**src/rtl/epp_pkg.sv**
```systemverilog
package epp_pkg;
    parameter int PD_W = 8;
    localparam logic [2:0] EPP_MODE = 3'b100;

    typedef enum logic [2:0] {
        ST_IDLE,
        ST_SETUP,
        ST_STROBE,
        ST_RELEASE,
        ST_FINISH
    } epp_state_e;

    typedef struct packed {
        epp_state_e      state;
        logic            is_write;
        logic            is_addr;
        logic [PD_W-1:0] wdata;
        logic [PD_W-1:0] rdata;
        logic            done;
        logic            tout;
    } epp_regs_t;
endpackage

```
**src/rtl/epp_sync.sv**
```systemverilog
module epp_sync #(
    parameter int STAGES = 2
) (
    input  logic clk,
    input  logic rst_n,
    input  logic async_i,
    output logic sync_o
);
    logic [STAGES-1:0] chain_d, chain_q;

    generate
        if (STAGES == 1) begin : g_single
            assign chain_d = async_i;
        end else begin : g_multi
            assign chain_d = {chain_q[STAGES-2:0], async_i};
        end
    endgenerate

    always_ff @(posedge clk or negedge rst_n) begin
        if (!rst_n) chain_q <= '0;
        else        chain_q <= chain_d;
    end

    assign sync_o = chain_q[STAGES-1];
endmodule

```
**src/rtl/epp_timer.sv**
```systemverilog
module epp_timer #(
    parameter int LIMIT = 2500
) (
    input  logic clk,
    input  logic rst_n,
    input  logic load_i,
    input  logic run_i,
    output logic expired_o
);
    localparam int CW = $clog2(LIMIT + 1);
    localparam logic [CW-1:0] RELOAD = CW'(LIMIT - 1);

    logic [CW-1:0] cnt_d, cnt_q;

    always_comb begin
        cnt_d = cnt_q;
        if (load_i)
            cnt_d = RELOAD;
        else if (run_i && cnt_q != '0)
            cnt_d = cnt_q - 1'b1;
    end

    always_ff @(posedge clk or negedge rst_n) begin
        if (!rst_n) cnt_q <= '0;
        else        cnt_q <= cnt_d;
    end

    assign expired_o = run_i && (cnt_q == '0);
endmodule

```
**src/rtl/epp_cycle_engine.sv**
```systemverilog
module epp_cycle_engine
    import epp_pkg::*;
#(
    parameter int CLK_FREQ_MHZ = 250,
    parameter int TIMEOUT_NS   = 10000,
    parameter int SYNC_STAGES  = 2
) (
    input  logic            clk,
    input  logic            rst_n,
    input  logic [2:0]      mode_i,
    input  logic            req_valid_i,
    input  logic            req_write_i,
    input  logic            req_addr_i,
    input  logic [PD_W-1:0] req_wdata_i,
    input  logic            clr_timeout_i,
    output logic            done_o,
    output logic [PD_W-1:0] rdata_o,
    output logic            timeout_o,
    output logic            write_n_o,
    output logic            dstb_n_o,
    output logic            astb_n_o,
    output logic [PD_W-1:0] pd_o,
    output logic            pd_oe_o,
    input  logic [PD_W-1:0] pd_i,
    input  logic            wait_i
);
    localparam int TIMEOUT_CYCLES = CLK_FREQ_MHZ * TIMEOUT_NS / 1000;

    epp_regs_t r_d, r_q;
    logic      wait_s;
    logic      epp_on;
    logic      busy;
    logic      accept;
    logic      expired;

    epp_sync #(.STAGES(SYNC_STAGES)) u_wait_sync (
        .clk     (clk),
        .rst_n   (rst_n),
        .async_i (wait_i),
        .sync_o  (wait_s)
    );

    assign epp_on = (mode_i == EPP_MODE);
    assign busy   = (r_q.state == ST_SETUP) || (r_q.state == ST_STROBE) ||
                    (r_q.state == ST_RELEASE);
    assign accept = (r_q.state == ST_IDLE) && req_valid_i && epp_on;

    epp_timer #(.LIMIT(TIMEOUT_CYCLES)) u_timer (
        .clk       (clk),
        .rst_n     (rst_n),
        .load_i    (accept),
        .run_i     (busy && epp_on),
        .expired_o (expired)
    );

    always_comb begin
        r_d      = r_q;
        r_d.done = 1'b0;
        if (clr_timeout_i) r_d.tout = 1'b0;

        if (busy && !epp_on) begin
            r_d.state = ST_IDLE;
        end else if (busy && expired) begin
            r_d.state = ST_FINISH;
            r_d.done  = 1'b1;
            r_d.tout  = 1'b1;
            if (!r_q.is_write) r_d.rdata = '1;
        end else begin
            unique case (r_q.state)
                ST_IDLE: begin
                    if (accept) begin
                        r_d.state    = ST_SETUP;
                        r_d.is_write = req_write_i;
                        r_d.is_addr  = req_addr_i;
                        r_d.wdata    = req_wdata_i;
                    end
                end
                ST_SETUP: begin
                    if (!wait_s) r_d.state = ST_STROBE;
                end
                ST_STROBE: begin
                    if (wait_s) begin
                        r_d.state = ST_RELEASE;
                        if (!r_q.is_write) r_d.rdata = pd_i;
                    end
                end
                ST_RELEASE: begin
                    if (!wait_s) begin
                        r_d.state = ST_FINISH;
                        r_d.done  = 1'b1;
                    end
                end
                ST_FINISH: begin
                    r_d.state = ST_IDLE;
                end
                default: r_d.state = ST_IDLE;
            endcase
        end
    end

    always_ff @(posedge clk or negedge rst_n) begin
        if (!rst_n) begin
            r_q.state    <= ST_IDLE;
            r_q.is_write <= 1'b0;
            r_q.is_addr  <= 1'b0;
            r_q.wdata    <= '0;
            r_q.rdata    <= '0;
            r_q.done     <= 1'b0;
            r_q.tout     <= 1'b0;
        end else begin
            r_q <= r_d;
        end
    end

    assign done_o    = r_q.done;
    assign rdata_o   = r_q.rdata;
    assign timeout_o = r_q.tout;
    assign write_n_o = !(busy && r_q.is_write);
    assign pd_oe_o   = busy && r_q.is_write;
    assign pd_o      = r_q.wdata;
    assign dstb_n_o  = !((r_q.state == ST_STROBE) && !r_q.is_addr);
    assign astb_n_o  = !((r_q.state == ST_STROBE) && r_q.is_addr);
endmodule

```
**config.mk**
```make
export PLATFORM = sky130hd
export DESIGN_NAME = epp_cycle_engine
export DESIGN_NICKNAME = d
export VERILOG_FILES = /design/src/rtl/epp_pkg.sv /design/src/rtl/epp_sync.sv /design/src/rtl/epp_timer.sv /design/src/rtl/epp_cycle_engine.sv
export SDC_FILE = /design/constraint.sdc
export NUM_CORES = 1
export LEC_CHECK = 0
export BUFFER_PORTS_ARGS = -buffer_cell sky130_fd_sc_hd__buf_2
export CORE_MARGIN = 2
export CORE_UTILIZATION = 53
export CTS_CLUSTER_DIAMETER = 200
export DETAILED_ROUTE_END_ITERATION = 10
export GPL_TIMING_DRIVEN = 0
export PLACE_DENSITY_LB_ADDON = 0.3
export SYNTH_ARGS = -nofsm -noshare
export SYNTH_HDL_FRONTEND = slang
export SYNTH_HIERARCHICAL = 1
export SYNTH_SLANG_ARGS = --single-unit
```
**constraint.sdc**
```tcl
create_clock -name clk -period 4 [get_ports clk]
set_clock_uncertainty 0.1 [all_clocks]
set_input_delay 0.4 -clock clk [delete_from_list [all_inputs] [get_ports clk]]
set_output_delay 0.4 -clock clk [all_outputs]
set_load 0.005 [all_outputs]
```
==> impl_summary.log, run 1 <==
[metrics] Startpoint Class: flip-flop
[metrics] least setup slack across all paths after layout: 0.900 ns
[metrics] top cells by area, synth: dfrtp_1, mux2_4, buf_4
[metrics] met1 Track Usage GR: 0.234
[metrics] Synthesized Nets: 205
[metrics] placer's final routability congestion estimate: approximately 0.86
[metrics] quantity of I/O buffers inserted on ports: 47
[metrics] core outline area: 3610 um2
[metrics] warning count from the yosys run: 6
[metrics] final critical delay including setup and external delays: 3.10 ns
[metrics] power density of the placed cells: between 300 and 400 nW/um2
[metrics] share of final-layout standard cells stronger than drive strength 1: 0.394
[metrics] Final Routed Wirelength: roughly 3500 um
[metrics] proportion of synthesized chip area in sequential cells: 0.476
[metrics] worst max-slew margin expressed relative to the limit: 0.472
[metrics] number of endpoints with negative hold slack in the final report: 0
[metrics] post-CTS repair timing setup buffer count: 0
[metrics] DP Worst Slack: 0.850 ns
[metrics] DRC marker count from the first detailed-route iteration: 97
[metrics] Data required, critical path: 4.11 ns
[metrics] met3 usage in global routing: 0.0608
[metrics] reg2reg path depth: 8
[metrics] number of distinct library cells after synthesis: between 40 and 50
[metrics] kind of critical path: reg2reg
[metrics] crit-path max cell delay: around 0.51 ns
[metrics] Crit. End Element: flip-flop
[metrics] remaining design rule violation count: 0
[metrics] FILL cells: approximately 300
[metrics] Detail Placement HPWL: roughly 2500 um
[metrics] clock transition at the registers of the reported paths: about 0.070 ns
[metrics] number of antenna violations at the first check in global routing: 0
[metrics] setup TNS after final layout: 0 ns
[metrics] synthesized instance count: about 180
[metrics] Clock Latency Late Sink: ~0.28 ns
[metrics] Mapped Avg Cell Area: between 10 and 15 um2
[metrics] most frequent cells after synthesis: dfrtp_1, a21oi_1, buf_4
[metrics] number of buffers added by the clock tree synthesis step: 5
[metrics] slew at the pin closest to its max-slew limit: around 0.8 ns
[metrics] achievable clock frequency: between 300 and 400 MHz
[metrics] data arrival at the endpoint of the critical path: 3.21 ns
[metrics] crit path cell chain: or4b_1, buf_2, nor2_1, or3b_2, or3_1, buf_2, or4b_1, a21oi_1
[metrics] initial core utilization: 0.539
[metrics] Root Buffer Master: clkbuf_8
[metrics] net total in the final layout: roughly 260
[metrics] critical path buffer and inverter count: 2
[metrics] number of top-level pins: 48
[metrics] area of the die: 4170 um2
[metrics] residual antenna-violating net count after detailed routing: 0
[metrics] max_cap viols: 0
[metrics] post-detailed-route wirelength per cell: approximately 12 um
[metrics] DIE WIDTH: about 65 um
[metrics] gr ovfl total: 0
[metrics] met2 usage in global routing: 0.322
[metrics] main flop type after synthesis: dfrtp_1
[metrics] Via-to-Cell Ratio: slightly above 5
[metrics] Async SR Flop Fraction: 1.00
[metrics] CP delay by family, top: simple AND/OR/NAND/NOR gates
[metrics] worst min path class: in2async
[metrics] Sequential cell area: between 900 and 1000 um2
[metrics] stages on the worst setup path: 8
[metrics] flop and latch count out of synthesis: 37
[metrics] RSZ-0062 raised after global routing: false
[metrics] leakage: 1.10 nW
[metrics] hold buffer count at cts: 0
[metrics] P&R area growth vs syn: 19.6%
[metrics] largest net degree at the start of global routing: 38
[metrics] detailed-router iteration count before antenna repair: 4
[metrics] overall via count from detail_route: between 1,000 and 1,500
[metrics] CTS tree: built
[metrics] result of the run: finished clean
[metrics] overall die height: between 60 and 70 um
[metrics] standard-cell row count: 22
[metrics] Crit-path slowest cell: or4b_1
[metrics] global-route wire length before repair: about 6000 um
[metrics] most used standard cell by instance count after synthesis: dfrtp_1
[metrics] number of enable flip-flop cells after synthesis: 0
[metrics] maximum clock insertion buffer count: 2
[metrics] maximum fanout encountered on the critical timing path: 8
[metrics] netlist area before placement: slightly below 2000 um2
[metrics] Max VDD drop: approximately 0.23 mV
[metrics] fraction of synthesized cell area taken by the top area cell type: 0.476
[metrics] post-CTS sizing: 0
[metrics] count of final max-slew check failures: 0
[metrics] combined area of the multi-input logic cells: 805 um2
[metrics] most crowded layer after global routing: met2
[metrics] number of levels in the clock H-tree: 2
[metrics] CTS sink count: 37
[metrics] via count of the first global-routing pass: roughly 1,400
[metrics] biggest area consumer among synthesized cells: dfrtp_1
[metrics] Final period util: 0.775
[metrics] antenna diode count: 0
[metrics] Finish-stage setup viols: 0
[metrics] GRT Overall Usage: 0.190
state kept, by name, indices dropped and copies added (netlist names):
name and cells:
pd_o 8, timeout_o 1, r_q 5, rdata_o 8, done_o 1, u_timer/cnt_q 12
u_wait_sync/chain_q 2
metal layers:
metal	part of all wire	vias to the layer above
li1	-	709
met1	0.46	677
met2	0.47	47
met3	0.055	6
met4	0.0092	0
met5	0	-
cell usage in the layout (no fill, tap or decap), types with 2 or more instances in the layout:
cell type / synthesis / final
buf_2: 3 / 50
dfrtp_1: 37 / 37
a21oi_1: 16 / 16
buf_4: 16 / 16
inv_1: 14 / 14
nor2_1: 12 / 12
mux2i_1: 10 / 10
mux2_4: 9 / 9
clkbuf_8: 0 / 6
clkbuf_1: 4 / 5
nand2_1: 4 / 4
nor2b_1: 4 / 4
nor4_1: 4 / 4
nand2b_1: 3 / 3
xnor2_1: 3 / 3
or3_1: 3 / 3
or4b_1: 2 / 2
or4b_2: 2 / 2
mux2_2: 2 / 2
nor3_1: 2 / 2
or4_1: 2 / 2
a211o_1: 2 / 2
o31ai_1: 2 / 2
o41ai_1: 2 / 2
ha_1: 2 / 2
metrics by stage:
stage                     instances  hold WS [ns]   util  total power, mW  area, um2
after detailed placement        272         0.243  0.621            0.606       2240
after global routing            279         0.112  0.645            0.905       2330
after global placement          272         0.241  0.621            0.601       2240
after CTS                       279         0.118  0.645            0.865       2330
after floorplan                 177       0.00441      -            0.546       1940
final                           279        0.0992  0.645            0.855       2330
kinds of logic (layout without fill, tap and decap cells):
family          Yosys count  after routing  synth area share
buf+inv                  38             92             0.110
mux                      21             21             0.133
xor+xnor                  3              3            0.0135
compound gates           31             31             0.113
flops                    37             37             0.476
fa+ha+maj                 2              2            0.0129
simple gates             45             45             0.142
worst paths after layout:
path / start / to / slack [ns]
setup / recovery: r_q[22]$_DFFE_PN0P_ / u_timer/cnt_q[9]$_DFFE_PN0P_ / 0.90
hold / removal: rst_n / pd_o[1]$_DFFE_PN0P_ / 0.1
setup reg to reg: r_q[22]$_DFFE_PN0P_ / u_timer/cnt_q[9]$_DFFE_PN0P_ / 0.90
hold reg to reg: u_wait_sync/chain_q[0]$_DFF_PN0_ / u_wait_sync/chain_q[1]$_DFF_PN0_ / 0.25
max in group asynchronous: rst_n / rdata_o[3]$_DFFE_PN0P_ / 3.20
min in group clk: wait_i / u_wait_sync/chain_q[0]$_DFF_PN0_ / 0.13
final cells by class:
type / instances / share of cell area
buffer: 24 / 0.0694
clock buffer: 7 / 0.0371
inverter: 14 / 0.0226
multi-input combinational: 102 / 0.346
sequential: 37 / 0.398
tap: 48 / 0.0258
timing repair buffer: 47 / 0.101
worst register-to-register path, cell delays in order (launching register included):
cell and delay (ns):
dfrtp_1 0.40, or4b_1 0.51, buf_2 0.19, nor2_1 0.25, or3b_2 0.51, or3_1 0.31, buf_2 0.15, or4b_1 0.46
a21oi_1 0.15
power breakdown:
| group | internal [mW] | leakage, nW | switching, mW |
|---|---|---|---|
| sequential | 0.413 | 0.426 | 0.0281 |
| combinational | 0.103 | 0.627 | 0.0528 |
| clock | 0.137 | 0.0443 | 0.121 |
No activity file was read; power rests on OpenSTA's default activity.
==> run 2, diff against run 1 <==
--- a/config.mk
+++ b/config.mk
@@ -5,9 +5,10 @@
 export SDC_FILE = /design/constraint.sdc
 export NUM_CORES = 1
 export LEC_CHECK = 0
+export ABC_AREA = 1
 export BUFFER_PORTS_ARGS = -buffer_cell sky130_fd_sc_hd__buf_2
 export CORE_MARGIN = 2
-export CORE_UTILIZATION = 53
+export CORE_UTILIZATION = 54
 export CTS_CLUSTER_DIAMETER = 200
 export DETAILED_ROUTE_END_ITERATION = 10
 export GPL_TIMING_DRIVEN = 0
==> constraint.sdc (replaced) <==
create_clock -name clk -period 3 [get_ports clk]
set_clock_uncertainty 0.1 [all_clocks]
set_input_delay 0.3 -clock clk [delete_from_list [all_inputs] [get_ports clk]]
set_output_delay 0.3 -clock clk [all_outputs]
set_load 0.005 [all_outputs]
==> run 2 against run 1 <==
Sequential power increased by 34%. The flow now finishes with violations (negative hold slack). Core utilization increased by 3.9 points. Synthesized cell count rose by 54%. Worst setup slack improved by 0.032 ns. Critical path type unchanged. Count of clock-buffer cells in the layout unchanged. Die area is 7.9% higher. Non-clock buffer count decreased by 5. Routed wire length increased by 21%.
==> impl_summary.log, run 2 <==
[metrics] result of the run: finished, violations left
[metrics] RSZ-0062 raised after global routing: false
[metrics] achievable clock frequency: between 400 and 500 MHz
[metrics] fraction of synthesized cell area taken by the top area cell type: 0.431
[metrics] biggest area consumer among synthesized cells: dfrtp_1
[metrics] startpoint of the worst register-to-register path: u_timer/cnt_q[0]$_DFFE_PN0P_
[metrics] warning count from the yosys run: 6
[metrics] most common cell after layout, fill and taps aside: nand2_1
[metrics] proportion of synthesized chip area in sequential cells: 0.431
[metrics] initial core utilization: 0.574
[metrics] antenna diode count: 0
[metrics] Final Routed Wirelength: 4200 um
[metrics] number of distinct library cells after synthesis: 27
[metrics] P&R area growth vs syn: 19.2%
[metrics] CTS tree: built
[metrics] most used standard cell by instance count after synthesis: nand2_1
[metrics] flip-flop count of the largest register, all copies and words added: 12
[metrics] count of final max-slew check failures: 0
[metrics] Root Buffer Master: clkbuf_8
[metrics] leakage: about 1.5 nW
[metrics] DIE WIDTH: roughly 67 um
[metrics] Data required, critical path: slightly above 3 ns
[metrics] gr ovfl total: 0
[metrics] number of antenna violations at the first check in global routing: 0
[metrics] overall die height: roughly 67 um
[metrics] synthesized instance count: 272
[metrics] post-detailed-route wirelength per cell: between 10 and 15 um
[metrics] maximum fanout encountered on the critical timing path: 10
[metrics] final critical delay including setup and external delays: a little over 2 ns
[metrics] number of enable flip-flop cells after synthesis: 0
[metrics] clock transition at the registers of the reported paths: 0.07 ns
[metrics] critical path launch point: u_timer/cnt_q[0]$_DFFE_PN0P_
[metrics] number of levels in the clock H-tree: 2
[metrics] failing checks: negative hold slack
[metrics] global-route wire length before repair: between 7000 and 8000 um
[metrics] netlist area before placement: 2150 um2
[metrics] number of top-level pins: 48
[metrics] GRT Overall Usage: 0.213
[metrics] Mapped Avg Cell Area: 7.90 um2
[metrics] Synthesized Nets: 300
[metrics] Crit. End Element: flip-flop
[metrics] Via-to-Cell Ratio: about 5.0
[metrics] standard-cell row count: 22
[metrics] Placed Instances: about 370
[metrics] post-CTS repair timing setup buffer count: 0
[metrics] slew at the pin closest to its max-slew limit: 0.796 ns
[metrics] worst min path class: in2async
[metrics] main flop type after synthesis: dfrtp_1
[metrics] Post-Layout Cell Count: roughly 380
[metrics] quantity of I/O buffers inserted on ports: 47
[metrics] CTS sink count: 37
[metrics] post-CTS sizing: 0
[metrics] minimum hold slack: -0.0108 ns
[metrics] Detail Placement HPWL: ~3100 um
[metrics] via count of the first global-routing pass: 1,698
[metrics] Final period util: 0.689
[metrics] Finish-stage setup viols: 0
[metrics] DRC marker count from the first detailed-route iteration: 129
[metrics] final standard cell area without fillers: approximately 2600 um2
[metrics] number of endpoints with negative hold slack in the final report: 13
[metrics] FILL cells: approximately 330
[metrics] detailed-router iteration count before antenna repair: 4
[metrics] overall via count from detail_route: around 1,900
[metrics] Startpoint Class: flip-flop
[metrics] Post-Place Cell Area: 2440 um2
[metrics] max_cap viols: 0
[metrics] flop and latch count out of synthesis: 37
[metrics] register with the most flip-flops: u_timer/cnt_q
[metrics] residual antenna-violating net count after detailed routing: 0
[metrics] most frequent cells in the layout: nand2_1, buf_2, dfrtp_1, nor2_1, inv_1
[metrics] Async SR Flop Fraction: 1.00
[metrics] core outline area: roughly 3700 um2
[metrics] worst max-slew margin expressed relative to the limit: 0.469
[metrics] power density of the placed cells: slightly above 500 nW/um2
[metrics] kind of critical path: reg2reg
[metrics] net total in the final layout: ~350
[metrics] largest net degree at the start of global routing: 38
[metrics] Max VDD drop: about 0.28 mV
[metrics] top cells by area, synth: dfrtp_1, nand2_1, buf_4
[metrics] number of buffers added by the clock tree synthesis step: 5
[metrics] share of final-layout standard cells stronger than drive strength 1: 0.333
[metrics] placer's final routability congestion estimate: 0.850
[metrics] setup TNS after final layout: 0 ns
[metrics] remaining design rule violation count: 0
[metrics] area of the die: 4500 um2
[metrics] most frequent cells after synthesis: nand2_1, dfrtp_1, nor2_1
[metrics] hold buffer count at cts: 0
[metrics] maximum clock insertion buffer count: 2
[metrics] data arrival at the endpoint of the critical path: 2.15 ns
[metrics] Clock Latency Late Sink: 0.29 ns
==> run 2: cell types whose count changed after synthesis, moves of 8 or more <==
cell | previous run | this run
nand4_1 | 0 | 8
nand3_1 | 0 | 16
o21ai_2 | 0 | 10
mux2i_1 | 10 | 0
inv_1 | 14 | 24
nand2_1 | 4 | 82
mux2_4 | 9 | 0
a21oi_1 | 16 | 3
nor2_1 | 12 | 26
o21ai_0 | 1 | 13
==> run 2: worst paths after layout <==
kind | end | slack [ns] | cells past startpoint
min in group clk | u_wait_sync/chain_q[0]$_DFF_PN0_ | 0.02 | 1
setup / recovery | rdata_o[7]$_DFFE_PN0P_ | 0.93 | 12
hold reg to reg | u_wait_sync/chain_q[1]$_DFF_PN0_ | 0.25 | 0
max in group asynchronous | rdata_o[2]$_DFFE_PN0P_ | 2.30 | 1
setup reg to reg | rdata_o[7]$_DFFE_PN0P_ | 0.93 | 12
hold / removal | pd_o[5]$_DFFE_PN0P_ | -0.01 | 1
==> run 2: per-stage QoR <==
stage / worst slack, ns / util / power, mW / hold WS [ns]
floorplan: 1.14 / - / 0.777 / -0.0956
global placement: 0.979 / 0.653 / 0.853 / 0.235
detailed placement: 0.943 / 0.653 / 0.862 / 0.236
CTS: 0.935 / 0.684 / 1.30 / 0.0160
global route: 0.754 / 0.684 / 1.37 / 0.0225
finish: 0.932 / 0.684 / 1.29 / -0.0108
==> run 2: layout make-up <==
type | count | area [um2] | area share
Tap cell | 48 | 60.1 | 0.0235
Buffer | 19 | 151 | 0.0591
Timing Repair Buffer | 47 | 235 | 0.0919
Clock inverter | 1 | 30.0 | 0.0117
Clock buffer | 7 | 86.3 | 0.0337
Inverter | 29 | 109 | 0.0425
Sequential cell | 37 | 926 | 0.362
Multi-Input combinational cell | 187 | 962 | 0.376
==> run 2: per-layer routing <==
metal | track usage | part of all wire | vias to the layer above | wire (um)
met3 | 0.0490 | 0.047 | 5 | 197
met1 | 0.265 | 0.46 | 878 | 1910
met4 | 0.0842 | 0.013 | 0 | 55
met2 | 0.355 | 0.48 | 41 | 2030
li1 | - | - | 949 | -
met5 | 0 | 0 | - | 0
==> run 2: critical path, cell delays in order (launching register included) <==
cell and delay, ns:
dfrtp_1 0.40, inv_1 0.19, ha_1 0.23, nand2_1 0.06
nor2_1 0.11, nand3_1 0.12, nor2_1 0.19, nand2_4 0.10
o21ai_2 0.09, nand2_4 0.11, buf_12 0.16, nand2_2 0.05
o21ai_2 0.04
==> run 2: cells by family after synthesis <==
logic type | count (synthesis) | share of synthesized area
compound gates | 30 | 0.0943
xor+xnor | 1 | 0.00408
fa+ha+maj | 2 | 0.0116
buf+inv | 48 | 0.121
flops | 37 | 0.431
simple gates | 154 | 0.338
==> run 2: power by group <==
| part | switching (mW) | internal, mW | leakage, nW | total [mW] |
|---|---|---|---|---|
| Clock | 0.166 | 0.271 | 0.0585 | 0.437 |
| Combinational | 0.142 | 0.119 | 0.929 | 0.261 |
| Sequential | 0.0420 | 0.548 | 0.480 | 0.590 |
| Total | 0.351 | 0.938 | 1.47 | 1.29 |
==> run 3, diff against run 2 <==
==> constraint.sdc (replaced) <==
create_clock -name clk -period 2 [get_ports clk]
set_clock_uncertainty 0.1 [all_clocks]
set_input_delay 0.2 -clock clk [delete_from_list [all_inputs] [get_ports clk]]
set_output_delay 0.2 -clock clk [all_outputs]
set_load 0.005 [all_outputs]
==> run 3 against run 2 <==
The run now ends clean. Count of clock-buffer cells in the layout did not move. Fmax rose by 5.7%. Highest routed layer unchanged. First-iteration DRC count fell by 4.7%.
==> impl_summary.log, run 3 (synthesized netlist as in run 2, its figures left out) <==
[metrics] CTS tree: built
[metrics] residual antenna-violating net count after detailed routing: 0
[metrics] detailed-router iteration count before antenna repair: 4
[metrics] max_cap viols: 0
[metrics] routed wire length on met3: 209 um
[metrics] share of final-layout standard cells stronger than drive strength 1: 0.356
[metrics] overall via count from detail_route: 1,920
[metrics] post-detailed-route wirelength per cell: ~12 um
[metrics] net total in the final layout: 361
[metrics] startpoint of the worst register-to-register path: u_timer/cnt_q[0]$_DFFE_PN0P_
[metrics] register share of total power: 0.453
[metrics] Detail Placement HPWL: just over 3000 um
[metrics] total internal power: between 1 and 1.5 mW
[metrics] reg2reg path depth: 12
[metrics] maximum fanout encountered on the critical timing path: 10
[metrics] Clock Latency Late Sink: ~0.29 ns
[metrics] worst max-slew margin expressed relative to the limit: 0.462
[metrics] overall die height: 67.1 um
[metrics] standard-cell row count: 22
[metrics] slew at the pin closest to its max-slew limit: 0.808 ns
[metrics] number of buffers added by the clock tree synthesis step: 5
[metrics] Via-to-Cell Ratio: roughly 5.0
[metrics] DIE WIDTH: around 67 um
[metrics] Crit. End Element: flip-flop
[metrics] most frequent cells in the layout: nand2_1, buf_2, dfrtp_1, nor2_1, inv_1
[metrics] capture point of the worst reg-to-reg path: rdata_o[7]$_DFFE_PN0P_
[metrics] Root Buffer Master: clkbuf_8
[metrics] result of the run: finished clean
[metrics] Final period util: 0.978
[metrics] power density of the placed cells: 738 nW/um2
[metrics] number of antenna violations at the first check in global routing: 0
[metrics] CTS sink count: 37
[metrics] Finish-stage setup viols: 0
[metrics] number of levels in the clock H-tree: 2
[metrics] combinational fraction of design power: 0.212
[metrics] quantity of I/O buffers inserted on ports: 47
[metrics] remaining design rule violation count: 0
[metrics] initial core utilization: 0.574
[metrics] DRC marker count from the first detailed-route iteration: 123
[metrics] DP Worst Slack: -0.0458 ns
[metrics] Data required, critical path: between 2 and 2.5 ns
[metrics] crit path capture: rdata_o[7]$_DFFE_PN0P_
[metrics] data arrival at the endpoint of the critical path: around 2.0 ns
[metrics] least setup slack across all paths after layout: ~0.045 ns
[metrics] Reg2Reg Setup Slack: between 0.04 and 0.05 ns
[metrics] placer's final routability congestion estimate: ~0.85
[metrics] final critical delay including setup and external delays: 1.96 ns
[metrics] Post-Layout Cell Count: roughly 380
[metrics] number of top-level pins: 48
[metrics] worst min path class: in2reg
[metrics] area of the die: between 4000 and 5000 um2
[metrics] fraction of power spent switching nets: 0.276
[metrics] Final Routed Wirelength: about 4500 um
[metrics] register with the most flip-flops: u_timer/cnt_q
[metrics] clock transition at the registers of the reported paths: roughly 0.070 ns
[metrics] flip-flop count of the largest register, all copies and words added: 12
[metrics] largest net degree at the start of global routing: 38
[metrics] achievable clock frequency: roughly 510 MHz
[metrics] maximum clock insertion buffer count: 2
[metrics] detailed-route wire length on metal 1: approximately 2000 um
[metrics] number of endpoints with negative hold slack in the final report: 0
[metrics] Startpoint Class: flip-flop
[metrics] P&R area growth vs syn: 23.5%
[metrics] critical path launch point: u_timer/cnt_q[0]$_DFFE_PN0P_
[metrics] core outline area: between 3000 and 4000 um2
[metrics] GRT Overall Usage: 0.218
[metrics] Max VDD drop: 0.427 mV
[metrics] global-route wire length before repair: roughly 7400 um
[metrics] Placed Instances: approximately 370
[metrics] kind of critical path: reg2reg
[metrics] minimum hold slack: between 0.01 and 0.015 ns
[metrics] share of total power in the clock network: 0.335
[metrics] gr ovfl total: 0
[metrics] antenna diode count: 0
[metrics] most common cell after layout, fill and taps aside: nand2_1
[metrics] detailed route wirelength on metal2: roughly 2200 um
[metrics] top routing layer in use: met4
[metrics] leakage: between 1 and 1.5 nW
[metrics] NetSw: about 540 uW
[metrics] via count of the first global-routing pass: between 1,500 and 2,000
[metrics] count of final max-slew check failures: 0
[run 3: cell types whose count changed in the layout (fill, tap and decap cells not counted), sizes merged]
cell,previous run,this run
clkinvlp,0,1
buf,65,70
inv,29,28
clkbuf,8,7
dlygate4sd3,0,3
[run 3: cell type report]
class | instances | area (um2)
Buffer | 18 | 148
Inverter | 29 | 113
Fill cell | 322 | 1090
Clock inverter | 1 | 30.0
Sequential cell | 37 | 926
Timing Repair Buffer | 55 | 300
Clock buffer | 7 | 86.3
Multi-Input combinational cell | 187 | 990
Tap cell | 48 | 60.1
[run 3: metrics by stage]
stage	TNS (ns)	area [um2]	power [mW]	utilization
final	0	2650	1.96	0.709
after global routing	-0.264	2650	2.08	0.709
after CTS	0	2590	1.96	0.691
after detailed placement	-0.226	2440	1.29	0.653
after global placement	-0.0482	2440	1.28	0.653
after floorplan	0	2150	1.16	-
[run 3: worst min-delay path by stage]
stage | to | depth (start not counted) | slack (ns) | from
finish | pd_o[0]$_DFFE_PN0P_ | 3 | 0.01 | req_wdata_i[0]
global placement | u_wait_sync/chain_q[0]$_DFF_PN0_ | 1 | 0.21 | wait_i
detailed placement | u_wait_sync/chain_q[0]$_DFF_PN0_ | 1 | 0.22 | wait_i
CTS | pd_o[0]$_DFFE_PN0P_ | 3 | 0.008 | req_wdata_i[0]
global route | pd_o[6]$_DFFE_PN0P_ | 3 | 0.02 | req_wdata_i[6]
floorplan | done_o$_DFF_PN0_ | 0 | -0.20 | rst_n
[run 3: per-layer routing]
metal | global-route usage | vias to the layer above
met1 | 0.269 | 902
met3 | 0.0456 | 10
li1 | - | 964
met4 | 0.0944 | 0
met5 | 0 | -
met2 | 0.365 | 44
[run 3: timing repair]
| item | CTS | global route |
|---|---|---|
| hold buffers | 3 | 0 |
| endpoints found under the setup margin | 16 | 18 |
| setup buffers | 0 | 5 |
| hold endpoints to repair | 39 | 0 |
| gates cloned | 0 | 0 |
| resized for setup | 1 | 7 |
| pin swaps | 0 | 3 |
[run 3: power groups by stage]
stage | Combinational, mW | Sequential, mW | Clock [mW]
2_1_floorplan | 0.283 | 0.882 | 0
3_3_place_gp | 0.384 | 0.895 | 0
3_5_place_dp | 0.395 | 0.898 | 0
4_1_cts | 0.402 | 0.886 | 0.670
5_1_grt | 0.479 | 0.895 | 0.706
6_report | 0.415 | 0.887 | 0.656
[run 3: critical path, stage by stage (launching register included)]
cell	delay, ns
dfrtp_1	0.41
inv_2	0.12
ha_2	0.20
nand2_1	0.05
nor2_1	0.15
nand3_2	0.14
nor2_4	0.15
nand2_4	0.08
o21ai_2	0.08
nand2_4	0.11
buf_12	0.16
nand2_2	0.05
o21ai_2	0.04
